File: config.mk
export PLATFORM = sky130hd
export DESIGN_NAME = swg_top
export DESIGN_NICKNAME = d
export VERILOG_FILES = /design/src/rtl/swg_pkg.sv /design/src/rtl/swg_range_decode.sv /design/src/rtl/swg_wrsr_stage.sv /design/src/rtl/swg_status_core.sv /design/src/rtl/swg_top.sv
export SDC_FILE = /design/constraint.sdc
export NUM_CORES = 1
export LEC_CHECK = 0
export BUFFER_PORTS_ARGS = -buffer_cell sky130_fd_sc_hd__buf_2
export CORE_MARGIN = 3
export CORE_UTILIZATION = 34
export CTS_CLUSTER_DIAMETER = 40
export DETAILED_ROUTE_END_ITERATION = 10
export PLACE_DENSITY = 0.76
export SLEW_MARGIN = 20
export SYNTH_ARGS = -nofsm -noshare
export SYNTH_HDL_FRONTEND = slang
export SYNTH_SLANG_ARGS = --single-unit
File: constraint.sdc
create_clock -name clk -period 1.3 [get_ports clk]
set_input_delay 0.195 -clock clk [delete_from_list [all_inputs] [get_ports clk]]
set_output_delay 0.195 -clock clk [all_outputs]
set_load 0.1 [all_outputs]
File: src/rtl/swg_pkg.sv
package swg_pkg;
  localparam int STAT_W  = 8;
  localparam int LVL_W   = 2;
  localparam int BIT_LEN = 7;
  localparam int BIT_LVH = 3;
  localparam int BIT_LVL = 2;
  localparam int BIT_WEL = 1;

  typedef struct packed {
    logic             lock_en;
    logic [LVL_W-1:0] level;
  } swg_cfg_t;

  function automatic logic [STAT_W-1:0] swg_pack(input logic busy,
                                                 input swg_cfg_t cfg,
                                                 input logic wel);
    logic [STAT_W-1:0] s;
    s = '0;
    if (busy) begin
      s = '1;
    end else begin
      s[BIT_LEN] = cfg.lock_en;
      s[BIT_LVH:BIT_LVL] = cfg.level;
      s[BIT_WEL] = wel;
    end
    return s;
  endfunction
endpackage

File: src/rtl/swg_range_decode.sv
module swg_range_decode #(
  parameter int ADDR_W = 17
) (
  input  logic [1:0]        level,
  input  logic [ADDR_W-1:0] addr,
  output logic              in_range
);
  localparam int TOP = ADDR_W - 1;
  localparam int NXT = ADDR_W - 2;

  always_comb begin
    unique case (level)
      2'b00: in_range = 1'b0;
      2'b01: in_range = addr[TOP] & addr[NXT];
      2'b10: in_range = addr[TOP];
      default: in_range = 1'b1;
    endcase
  end
endmodule

File: src/rtl/swg_wrsr_stage.sv
module swg_wrsr_stage
  import swg_pkg::*;
(
  input  logic              clk,
  input  logic              rst_n,
  input  logic              sel_n,
  input  logic              arm_stb,
  input  logic [STAT_W-1:0] arm_byte,
  input  logic              arm_ok,
  input  logic              hw_lock,
  output logic              commit,
  output swg_cfg_t          commit_cfg
);
  logic     sel_q;
  logic     pend_q;
  swg_cfg_t pend_cfg_q;
  logic     sel_rise;

  assign sel_rise = ~sel_q & sel_n;

  always_ff @(posedge clk) begin
    if (!rst_n) begin
      sel_q      <= 1'b1;
      pend_q     <= 1'b0;
      pend_cfg_q <= '0;
    end else begin
      sel_q <= sel_n;
      if (sel_rise) begin
        pend_q <= 1'b0;
      end else if (arm_stb && arm_ok) begin
        pend_q             <= 1'b1;
        pend_cfg_q.lock_en <= arm_byte[BIT_LEN];
        pend_cfg_q.level   <= arm_byte[BIT_LVH:BIT_LVL];
      end else if (hw_lock) begin
        pend_q <= 1'b0;
      end
    end
  end

  assign commit     = sel_rise & pend_q;
  assign commit_cfg = pend_cfg_q;


  wp_abort_chk: assert property (@(posedge clk) disable iff (!rst_n)
    hw_lock |=> !pend_q);


  commit_on_rise_chk: assert property (@(posedge clk) disable iff (!rst_n)
    commit |-> ($past(sel_n) == 1'b0) && sel_n);
endmodule

File: src/rtl/swg_status_core.sv
module swg_status_core
  import swg_pkg::*;
(
  input  logic     clk,
  input  logic     rst_n,
  input  logic     set_stb,
  input  logic     clr_stb,
  input  logic     busy,
  input  logic     cycle_done,
  input  logic     commit,
  input  swg_cfg_t commit_cfg,
  output logic     wel,
  output swg_cfg_t cfg
);
  always_ff @(posedge clk) begin
    if (!rst_n) begin
      wel <= 1'b0;
      cfg <= '0;
    end else begin
      if (cycle_done) begin
        wel <= 1'b0;
      end else if (!busy) begin
        if (clr_stb)      wel <= 1'b0;
        else if (set_stb) wel <= 1'b1;
      end
      if (commit) cfg <= commit_cfg;
    end
  end


  wel_rise_chk: assert property (@(posedge clk) disable iff (!rst_n)
    $rose(wel) |-> $past(set_stb) && !$past(clr_stb) && !$past(busy));


  wel_done_chk: assert property (@(posedge clk) disable iff (!rst_n)
    cycle_done |=> !wel);


  cfg_commit_chk: assert property (@(posedge clk) disable iff (!rst_n)
    !$stable(cfg) |-> $past(commit));
endmodule

File: src/rtl/swg_top.sv
module swg_top
  import swg_pkg::*;
#(
  parameter int ADDR_W = 17
) (
  input  logic              clk,
  input  logic              rst_n,
  input  logic              sel_n,
  input  logic              set_wel_stb,
  input  logic              clr_wel_stb,
  input  logic              sr_byte_stb,
  input  logic [7:0]        sr_byte,
  input  logic              wr_lock_n,
  input  logic              busy,
  input  logic              cycle_done,
  input  logic [ADDR_W-1:0] addr,
  output logic              arr_wr_ok,
  output logic              sr_wr_ok,
  output logic [7:0]        status_byte
);
  logic     wel;
  swg_cfg_t cfg;
  logic     hw_lock;
  logic     in_range;
  logic     commit;
  swg_cfg_t commit_cfg;

  assign hw_lock   = cfg.lock_en & ~wr_lock_n;
  assign sr_wr_ok  = wel & ~busy & ~hw_lock;
  assign arr_wr_ok = wel & ~busy & ~in_range;
  assign status_byte = swg_pack(busy, cfg, wel);

  swg_range_decode #(.ADDR_W(ADDR_W)) u_range (
    .level    (cfg.level),
    .addr     (addr),
    .in_range (in_range)
  );

  swg_wrsr_stage u_stage (
    .clk        (clk),
    .rst_n      (rst_n),
    .sel_n      (sel_n),
    .arm_stb    (sr_byte_stb),
    .arm_byte   (sr_byte),
    .arm_ok     (sr_wr_ok),
    .hw_lock    (hw_lock),
    .commit     (commit),
    .commit_cfg (commit_cfg)
  );

  swg_status_core u_core (
    .clk        (clk),
    .rst_n      (rst_n),
    .set_stb    (set_wel_stb),
    .clr_stb    (clr_wel_stb),
    .busy       (busy),
    .cycle_done (cycle_done),
    .commit     (commit),
    .commit_cfg (commit_cfg),
    .wel        (wel),
    .cfg        (cfg)
  );


  full_lock_chk: assert property (@(posedge clk) disable iff (!rst_n)
    (status_byte[3:2] == 2'b11 && !busy) |-> !arr_wr_ok);


  hw_lock_chk: assert property (@(posedge clk) disable iff (!rst_n)
    (!wr_lock_n && status_byte[7] && !busy) |-> !sr_wr_ok);


  busy_block_chk: assert property (@(posedge clk) disable iff (!rst_n)
    busy |-> !arr_wr_ok && !sr_wr_ok && status_byte == 8'hFF);
endmodule

# After elaboration in Yosys (flattened, before gate mapping)
# Index checks and enable logic that the tools add are counted.
[totals]
reg_bits = 9
elab_cells = 40
[classes]
n_eq_ne = 2
n_mux = 9
bitwise = 14
reduce_logical = 8
[op_table]
columns = ["cell", "count"]
rows = [
  ["$and 1x1->1", 7],
  ["$not 1->1", 7],
  ["$mux 1", 6],
  ["$mux 3", 2],
  ["$reduce_and 2->1", 2],
  ["$reduce_bool 2->1", 2],
  ["$reduce_or 2->1", 2],
  ["$pmux 1 s3", 1],
  ["$eq 2x1->1 const B", 1],
  ["$eq 2x2->1 const B", 1],
  ["$logic_not 2->1", 1],
  ["$logic_and 1x1->1", 1],
]

# Longest topological paths before layout
# Gate-level depths: netlist (run 1).
[depth]
word_depth = 6
mapped_depth = 3
mapped_depth_nobuf = 3

# Modules after synthesis
# From an unflattened synthesis (run 1), not the netlist that was laid out.
[hier_totals]
cells_unflattened = 51
hier_area_um2 = 483.0
[modules_own_cells]
columns = ["module", "n_inst", "cells_each", "area_each_um2"]
rows = [
  ["swg_wrsr_stage", 1, 22, 217.7],
  ["swg_status_core", 1, 14, 156.4],
  ["swg_top", 1, 12, 95.1],
  ["swg_range_decode", 1, 3, 13.8],
]

# Worst setup path after synthesis (run 1)
# No wires, ideal clock.
[synth_timing]
path_kind = "register -> output"
from = "reg u_core.wel"
to = "out sr_wr_ok"
arrival_time_ns = 1.848
required_ns = 1.105
setup_slack_ns = -0.743
path_stages_with_launch = 3
n_path_buf = 0
cell_sequence = "dfxtp_1 -> nor2b_2 -> nor2b_1"
[synth_via]
elab_chain_cells = 2
[synth_lines]
columns = ["item", "line_no", "source"]
rows = [
  ["start: declaration", "swg_status_core.sv:12", "output logic wel,"],
  ["start signal: assignment", "swg_status_core.sv:17", "wel <= 1'b0;"],
  ["start signal: assignment", "swg_status_core.sv:21", "wel <= 1'b0;"],
  ["start signal: assignment", "swg_status_core.sv:23", "if (clr_stb) wel <= 1'b0;"],
  ["$and 1x1->1 (2 in a row)", "swg_top.sv:29", "assign sr_wr_ok = wel & ~busy & ~hw_lock;"],
  ["end: declaration", "swg_top.sv:18", "output logic sr_wr_ok,"],
]
# No other way between the ends.

# Final worst setup path (run 1)
[layout_timing]
from = "reg u_core.wel"
to = "out arr_wr_ok"
[layout_via]
elab_chain_cells = 2
[layout_lines]
columns = ["item", "line_no", "source"]
rows = [
  ["$and 1x1->1 (2 in a row)", "swg_top.sv:30", "assign arr_wr_ok = wel & ~busy & ~in_range;"],
  ["end: declaration", "swg_top.sv:17", "output logic arr_wr_ok,"],
]
# No other way between the ends.

==> key figures, run 1 <==
Setup path
  • Worst Path Arrival: 1.12 ns
  • Critical Path Slowest Stage Cell: dfxtp_2
  • Worst path cell trace: nor2b_4, and3_4, buf_12
  • CP Class: reg -> out
  • Crit path buf inv count: 1
  • Register-to-Register Setup Slack: 0.17 ns
  • CP Max Fanout: 3
  • Slowest stage delay, CP: 0.33 ns
  • CP Capture Type: primary output
  • Delay-heaviest family, CP: simple AND/OR/NAND/NOR gates
  • Worst setup SP type: flop
  • Critical Path RT: 1.11 ns

Clocking
  • Total CTS buffers: 3
  • H-tree levels: 1
  • Hold_buf cts: 0
  • Clk Latency, worst-skew pair: 0.26 ns
  • Clk sinks: 9
  • Worst-path clk slew: 0.06 ns
  • CTS tree: yes
  • Root Driver: clkbuf_4
  • Clk buf depth: 2

Floorplan
  • Die width: 42.35 um
  • Starting Density: 0.3835
  • Die Span Y: 42.35 um
  • Area of the core: 0.001171 sq mm
  • IO Pins: 44
  • Cell Rows: 12
  • Die area: 0.001793 sq mm

Synth
  • Mean Syn Cell Area: 8.807 sq um
  • Complex-gate fraction of the synthesized area: 0.1003
  • Combinational family with the most area after synthesis: simple AND/OR/NAND/NOR gates
  • Synth cell count leaders: 9 x dfxtp_1, 9 x nand2_1, 5 x a21oi_1, 4 x buf_4, 4 x nand3_1
  • Yosys warning total: 0
  • Prevailing post-synth register cell: dfxtp_1
  • Syn Inst Count: 51
  • Mapped cell area: 449.2 sq um
  • Ys async rst share: 0
  • Post-synth EDFFs: 0
  • Multiplexer share of the synthesized area: 0.06685
  • Mapped Nets: 85
  • Post-Synth Adder-Cell Area: 0
  • Synth top area share: 0.4011
  • Synth Area in Simple Gates: 0.3482
  • Top cells by area, synth: dfxtp_1 40%, nand2_1 7.5%, mux2i_1 6.7%
  • Yosys top cell by area: dfxtp_1
  • Post-synthesis xor/xnor area fraction: 0
  • Synth cell types: 20
  • Seq cells post-synth: 9
  • Post-synthesis sequential area ratio: 0.4011

Pwr
  • Power Internal: 0.4799 mW
  • Max VDD drop: 483.9 uV
  • Reg power frac: 0.390
  • Power per cell area: 955.4 mW/mm^2
  • Comb power frac: 0.314
  • Switching Share: 0.3376
  • Total power: 0.7244 mW
  • Pleak: 0.3122 nW
  • NetSw: 0.2446 mW
  • Clock Power Share: 0.296

Global route
  • Global route total overflow: 0
  • Vias in the first global route: 350
  • Antenna violations before repair: 0
  • First-pass GRT wire length: 1435 um
  • Global-route usage over all layers: 0.1042
  • Largest net degree at the start of global routing: 11

Flow run
  • Maxcap violations: 0

STA
  • Final period util: 1.015
  • Hold slack final: 0.09939 ns
  • Setup Skew: 0.004492 ns
  • # setup viols final: 2
  • Fmax achieved: 758.0 MHz
  • Max Slew Vio Count: 0
  • Max-slew headroom: 0.7930
  • Final WS setup: -0.01934 ns
  • Final Hold Violating Endpoints: 0
  • Final min period: 1.319 ns
  • RSZ-0062 raised after global routing: yes
  • Worst-Margin Slew: 0.3106 ns

Placement
  • Setup WS pre-CTS: 0.07874 ns
  • PortBufs: 23
  • GPL Wtd Cong: 0.7830
  • Dpl hpwl: 787.5 um

Routing
  • Vias per cell: 4.742
  • Vias: 422
  • Drc violations: 0
  • Routed Antenna Nets: 0
  • DRT iter0 DRCs: 5
  • DRT Pass-1 Iters: 2
  • Final WL: 921 um
  • WL per Instance: 10.35 um

Layout
  • Nets: 110
  • Finished Core Util: 0.6474
  • Share of layout cells above drive strength 1: 0.5200
  • ANT cells: 0
  • P&R area growth vs syn: 68.80%

Outcome
  • Status: finished with violations
  • Failing checks: setup timing

Worst hold path
  • Min-Delay Path Class: in -> reg
-- worst reg2reg max path, delay by kind of cell (launching register included) --
family | cells | cell delay [ns]
AND/OR/NAND/NOR | 2 | 0.43
flip-flops | 1 | 0.33
buffers and inverters | 1 | 0.12
multiplexers | 1 | 0.18
-- sequential cells by signal, indices dropped and copies added, names as in the netlist --
signal	cells
u_core.cfg	3
u_stage.commit_cfg	3
u_core.wel	1
u_stage.pend_q	1
u_stage.sel_q	1
-- power by group through the flow --
stage	Combinational [mW]	Sequential (mW)	Clock, mW
2_1_floorplan	0.140	0.288	0
3_3_place_gp	0.224	0.288	0
3_5_place_dp	0.227	0.288	0
4_1_cts	0.229	0.282	0.222
5_1_grt	0.235	0.282	0.241
6_report	0.228	0.282	0.214
-- metrics by stage --
| stage | cells | instance area [sq um] | setup TNS, ns |
|---|---|---|---|
| after detailed placement | 84 | 710.7 | 0 |
| after global routing | 89 | 758.2 | -0.1528 |
| after floorplan | 51 | 457.9 | 0 |
| after CTS | 89 | 757.0 | -0.05060 |
| final | 89 | 758.2 | -0.02272 |
| after global placement | 84 | 710.7 | 0 |
-- path summary, 6_finish.rpt --
kind                                      startpoint  cells after the start                                 end
setup / recovery             u_core.wel$_SDFFE_PP0P_                      3                           arr_wr_ok
setup reg to reg             u_core.wel$_SDFFE_PP0P_                      4  u_stage.commit_cfg[0]$_SDFFE_PN0P_
hold / removal                            cycle_done                      2             u_core.wel$_SDFFE_PP0P_
hold reg to reg   u_stage.commit_cfg[2]$_SDFFE_PN0P_                      2  u_stage.commit_cfg[2]$_SDFFE_PN0P_
-- repair_timing --
item | 4_1_cts | 5_1_grt
resized for setup | 4 | 1
pin swaps | 0 | 1
endpoints found under the hold margin | 0 | 0
buffers inserted | 1 | 0
endpoints found under the setup margin | 2 | 4
-- cells in the final DEF, fill, tap and decap left out, types with 2 or more instances in the layout --
cell type   n
buf_2      13
buf_12     10
nand2_1     9
dfxtp_1     7
a21oi_1     5
nand3_1     4
nor2b_4     3
mux2i_1     3
clkbuf_4    3
or2_2       2
or2_1       2
dfxtp_2     2
-- cells by family after synthesis --
family,count (synthesis)
DFF,9
and+or+nand+nor,26
muxes,3
AOI/OAI and AO/OA,7
buffers and inverters,6
-- metal layers --
metal | routed length (um) | share of wire | GRT usage
met5 | 0 | 0 | 0
met4 | 15 | 0.016 | 0.07453
met3 | 99 | 0.11 | 0.03433
met2 | 445 | 0.48 | 0.1641
met1 | 361 | 0.39 | 0.1157
-- final cells by class --
cell class              instances  area (sq um)
multi-input cells              36         251.5
clock buffers                   4         26.28
well taps                      14         17.52
repair buffers                 24         272.8
flip-flops and latches          9         182.7
inverters                       2         7.507
fillers                        96         412.9
(Power assumes the default switching activity.)
==> run 2: changes to the inputs <==
Settings changed: ABC_AREA from default to 1, PLACE_DENSITY 0.76 to 0.75.
==> key figures, run 2 <==
Global route
  • Vias in the first global route: 433
  • Global-route usage over all layers: 0.1204
  • Global route total overflow: 0
  • Antenna violations before repair: 0
  • First-pass GRT wire length: 1718 um
  • Largest net degree at the start of global routing: 8

Placement
  • PortBufs: 23
  • Dpl cells: 103
  • GPL Wtd Cong: 0.7643
  • Setup WS pre-CTS: 0.2023 ns
  • Dpl hpwl: 841.6 um

Outcome
  • Status: finished, final reports clean

Synth
  • Post-Synth Adder-Cell Area: 0
  • Complex-gate fraction of the synthesized area: 0.1417
  • Post-synth EDFFs: 0
  • Ys async rst share: 0
  • Prevailing post-synth register cell: dfxtp_1
  • Mean Syn Cell Area: 6.782 sq um
  • Mapped cell area: 467.9 sq um
  • Count leader, synth: inv_1
  • Synth top area share: 0.3850
  • Syn Inst Count: 69
  • Synth cell types: 16
  • Seq cells post-synth: 9
  • Post-synthesis xor/xnor area fraction: 0
  • Yosys warning total: 0
  • Post-synthesis sequential area ratio: 0.3850
  • Combinational family with the most area after synthesis: simple AND/OR/NAND/NOR gates
  • Synth Area in Simple Gates: 0.2968
  • Synth cell count leaders: 12 x inv_1, 11 x nand2_1, 9 x dfxtp_1, 8 x nor2_1, 7 x a21oi_1
  • Mapped Nets: 103
  • Top cells by area, synth: dfxtp_1 39%, inv_1 9.6%, nand2_1 8.8%
  • Yosys top cell by area: dfxtp_1
  • Multiplexer share of the synthesized area: 0

Setup path
  • CP Max Fanout: 3
  • Worst Path Arrival: 1.06 ns
  • CP Capture Type: primary output
  • Reg2reg start: u_core.cfg[2]$_SDFFE_PN0P_
  • RR Endpoint: u_stage.commit_cfg[2]$_SDFFE_PN0P_
  • Worst setup SP type: flop
  • Critical Path Slowest Stage Cell: dfxtp_2
  • Critical Path RT: 1.11 ns
  • R2r worst-path depth: 8
  • Crit path from: u_core.wel$_SDFFE_PP0P_
  • Worst path cell trace: inv_2, nor2_4, o21a_2, buf_12
  • Register-to-Register Setup Slack: 0.16 ns
  • Slowest stage delay, CP: 0.34 ns
  • CP Class: reg -> out
  • Setup crit end: arr_wr_ok

STA
  • Final Hold Violating Endpoints: 0
  • Max Slew Vio Count: 0
  • RSZ-0062 raised after global routing: yes
  • Worst-Margin Slew: 0.2528 ns
  • Setup TNS: 0 ns
  • Final WS setup: 0.04592 ns
  • Hold slack final: 0.08620 ns
  • Final min period: 1.254 ns
  • Fmax achieved: 797.4 MHz
  • Max-slew headroom: 0.8315
  • # setup viols final: 0
  • Setup Skew: 0.001759 ns
  • Final period util: 0.9647

Clocking
  • Total CTS buffers: 3
  • H-tree levels: 1
  • Worst-path clk slew: 0.06 ns
  • Clk Latency, worst-skew pair: 0.26 ns
  • Clk sinks: 9
  • Hold_buf cts: 0
  • Clk buf depth: 2
  • CTS tree: yes
  • Root Driver: clkbuf_4

Routing
  • DRT iter0 DRCs: 7
  • WL per Instance: 10.27 um
  • Final WL: 1150 um
  • DRT Pass-1 Iters: 4
  • Vias per cell: 4.518
  • Routed Antenna Nets: 0
  • Vias: 506
  • Drc violations: 0

Layout
  • P&R area growth vs syn: 73.53%
  • Share of layout cells above drive strength 1: 0.4796
  • Most frequent cells in the layout: 13 x buf_2, 11 x nand2_1, 10 x inv_1, 10 x buf_12
  • Nets: 133
  • Fin cells: 112
  • ANT cells: 0
  • Most common cell after layout, fill and taps aside: buf_2

Floorplan
  • IO Pins: 44
  • Die width: 43.10 um
  • Die Span Y: 43.10 um
  • Die area: 0.001858 sq mm
  • Area of the core: 0.001201 sq mm
  • Cell Rows: 12
  • Starting Density: 0.3896

Pwr
  • Power per cell area: 913.0 mW/mm^2
  • Max VDD drop: 548.1 uV
  • Pleak: 0.3911 nW

Worst hold path
  • Min-Delay Path Class: in -> reg

Flow run
  • Maxcap violations: 0
[run 2: changes by cell type in the layout (fill, tap and decap cells not counted), moves of 2 or more]
cell	delta
a21oi_2	+2
buf_4	+5
inv_1	+9
inv_2	+3
mux2i_1	-3
nand2_1	+2
nor2_1	+7
nor2_4	+3
nor2b_4	-3
o21ai_0	+2
or2_1	-2
[run 2: layout make-up]
cell class	instances	area [sq um]
clock buffers	4	26.28
fillers	103	389.1
inverters	14	52.55
multi-input cells	42	222.7
flip-flops and latches	9	182.7
well taps	14	17.52
repair buffers	29	310.3
[run 2: routing by layer]
metal,GRT usage,part of all wire
met2,0.2065,0.53
met4,0.07229,0.0052
met5,0,0
met1,0.1350,0.39
met3,0.02119,0.073
[run 2: how the worst min path moves through the flow]
stage | start | end | slack, ns | cells after the start
6_report | cycle_done | u_core.wel$_SDFFE_PP0P_ | 0.09 | 2
3_5_place_dp | cycle_done | u_core.wel$_SDFFE_PP0P_ | 0.37 | 2
3_3_place_gp | cycle_done | u_core.wel$_SDFFE_PP0P_ | 0.36 | 2
5_1_grt | cycle_done | u_core.wel$_SDFFE_PP0P_ | 0.08 | 2
4_1_cts | cycle_done | u_core.wel$_SDFFE_PP0P_ | 0.08 | 2
2_1_floorplan | cycle_done | u_core.wel$_SDFFE_PP0P_ | 0.27 | 1
[run 2: metrics by stage]
stage	util	power, mW	area (sq um)
after global routing	0.6760	0.7770	812.0
after detailed placement	0.6115	0.5264	734.5
final	0.6760	0.7413	812.0
after CTS	0.6406	0.7410	769.5
after floorplan	-	0.4354	474.2
after global placement	0.6115	0.5243	734.5
[run 2: critical path: cells and delay by family, from the launching register on]
family / cells / cell delay, ns
DFF: 1 / 0.34
buffers and inverters: 2 / 0.22
AOI/OAI and AO/OA: 1 / 0.16
and+or+nand+nor: 1 / 0.08
[run 2: timing repair]
item                       CTS  global route
setup endpoints to repair    2             2
resized for setup            2             5
setup buffers                1             4
pin swaps                    1             3
[run 2: cells by family (layout without fill, tap and decap cells)]
group | after synthesis | count (layout)
and+or+nand+nor | 30 | 30
buffers and inverters | 18 | 47
AOI/OAI and AO/OA | 12 | 12
DFF | 9 | 9
[run 2: power by group]
| part | internal (mW) | leakage [nW] | switching (mW) | total, mW |
|---|---|---|---|---|
| Clock | 0.118 | 0.0150 | 0.0963 | 0.215 |
| Combinational | 0.0869 | 0.302 | 0.158 | 0.245 |
| Sequential | 0.280 | 0.0739 | 0.00202 | 0.282 |
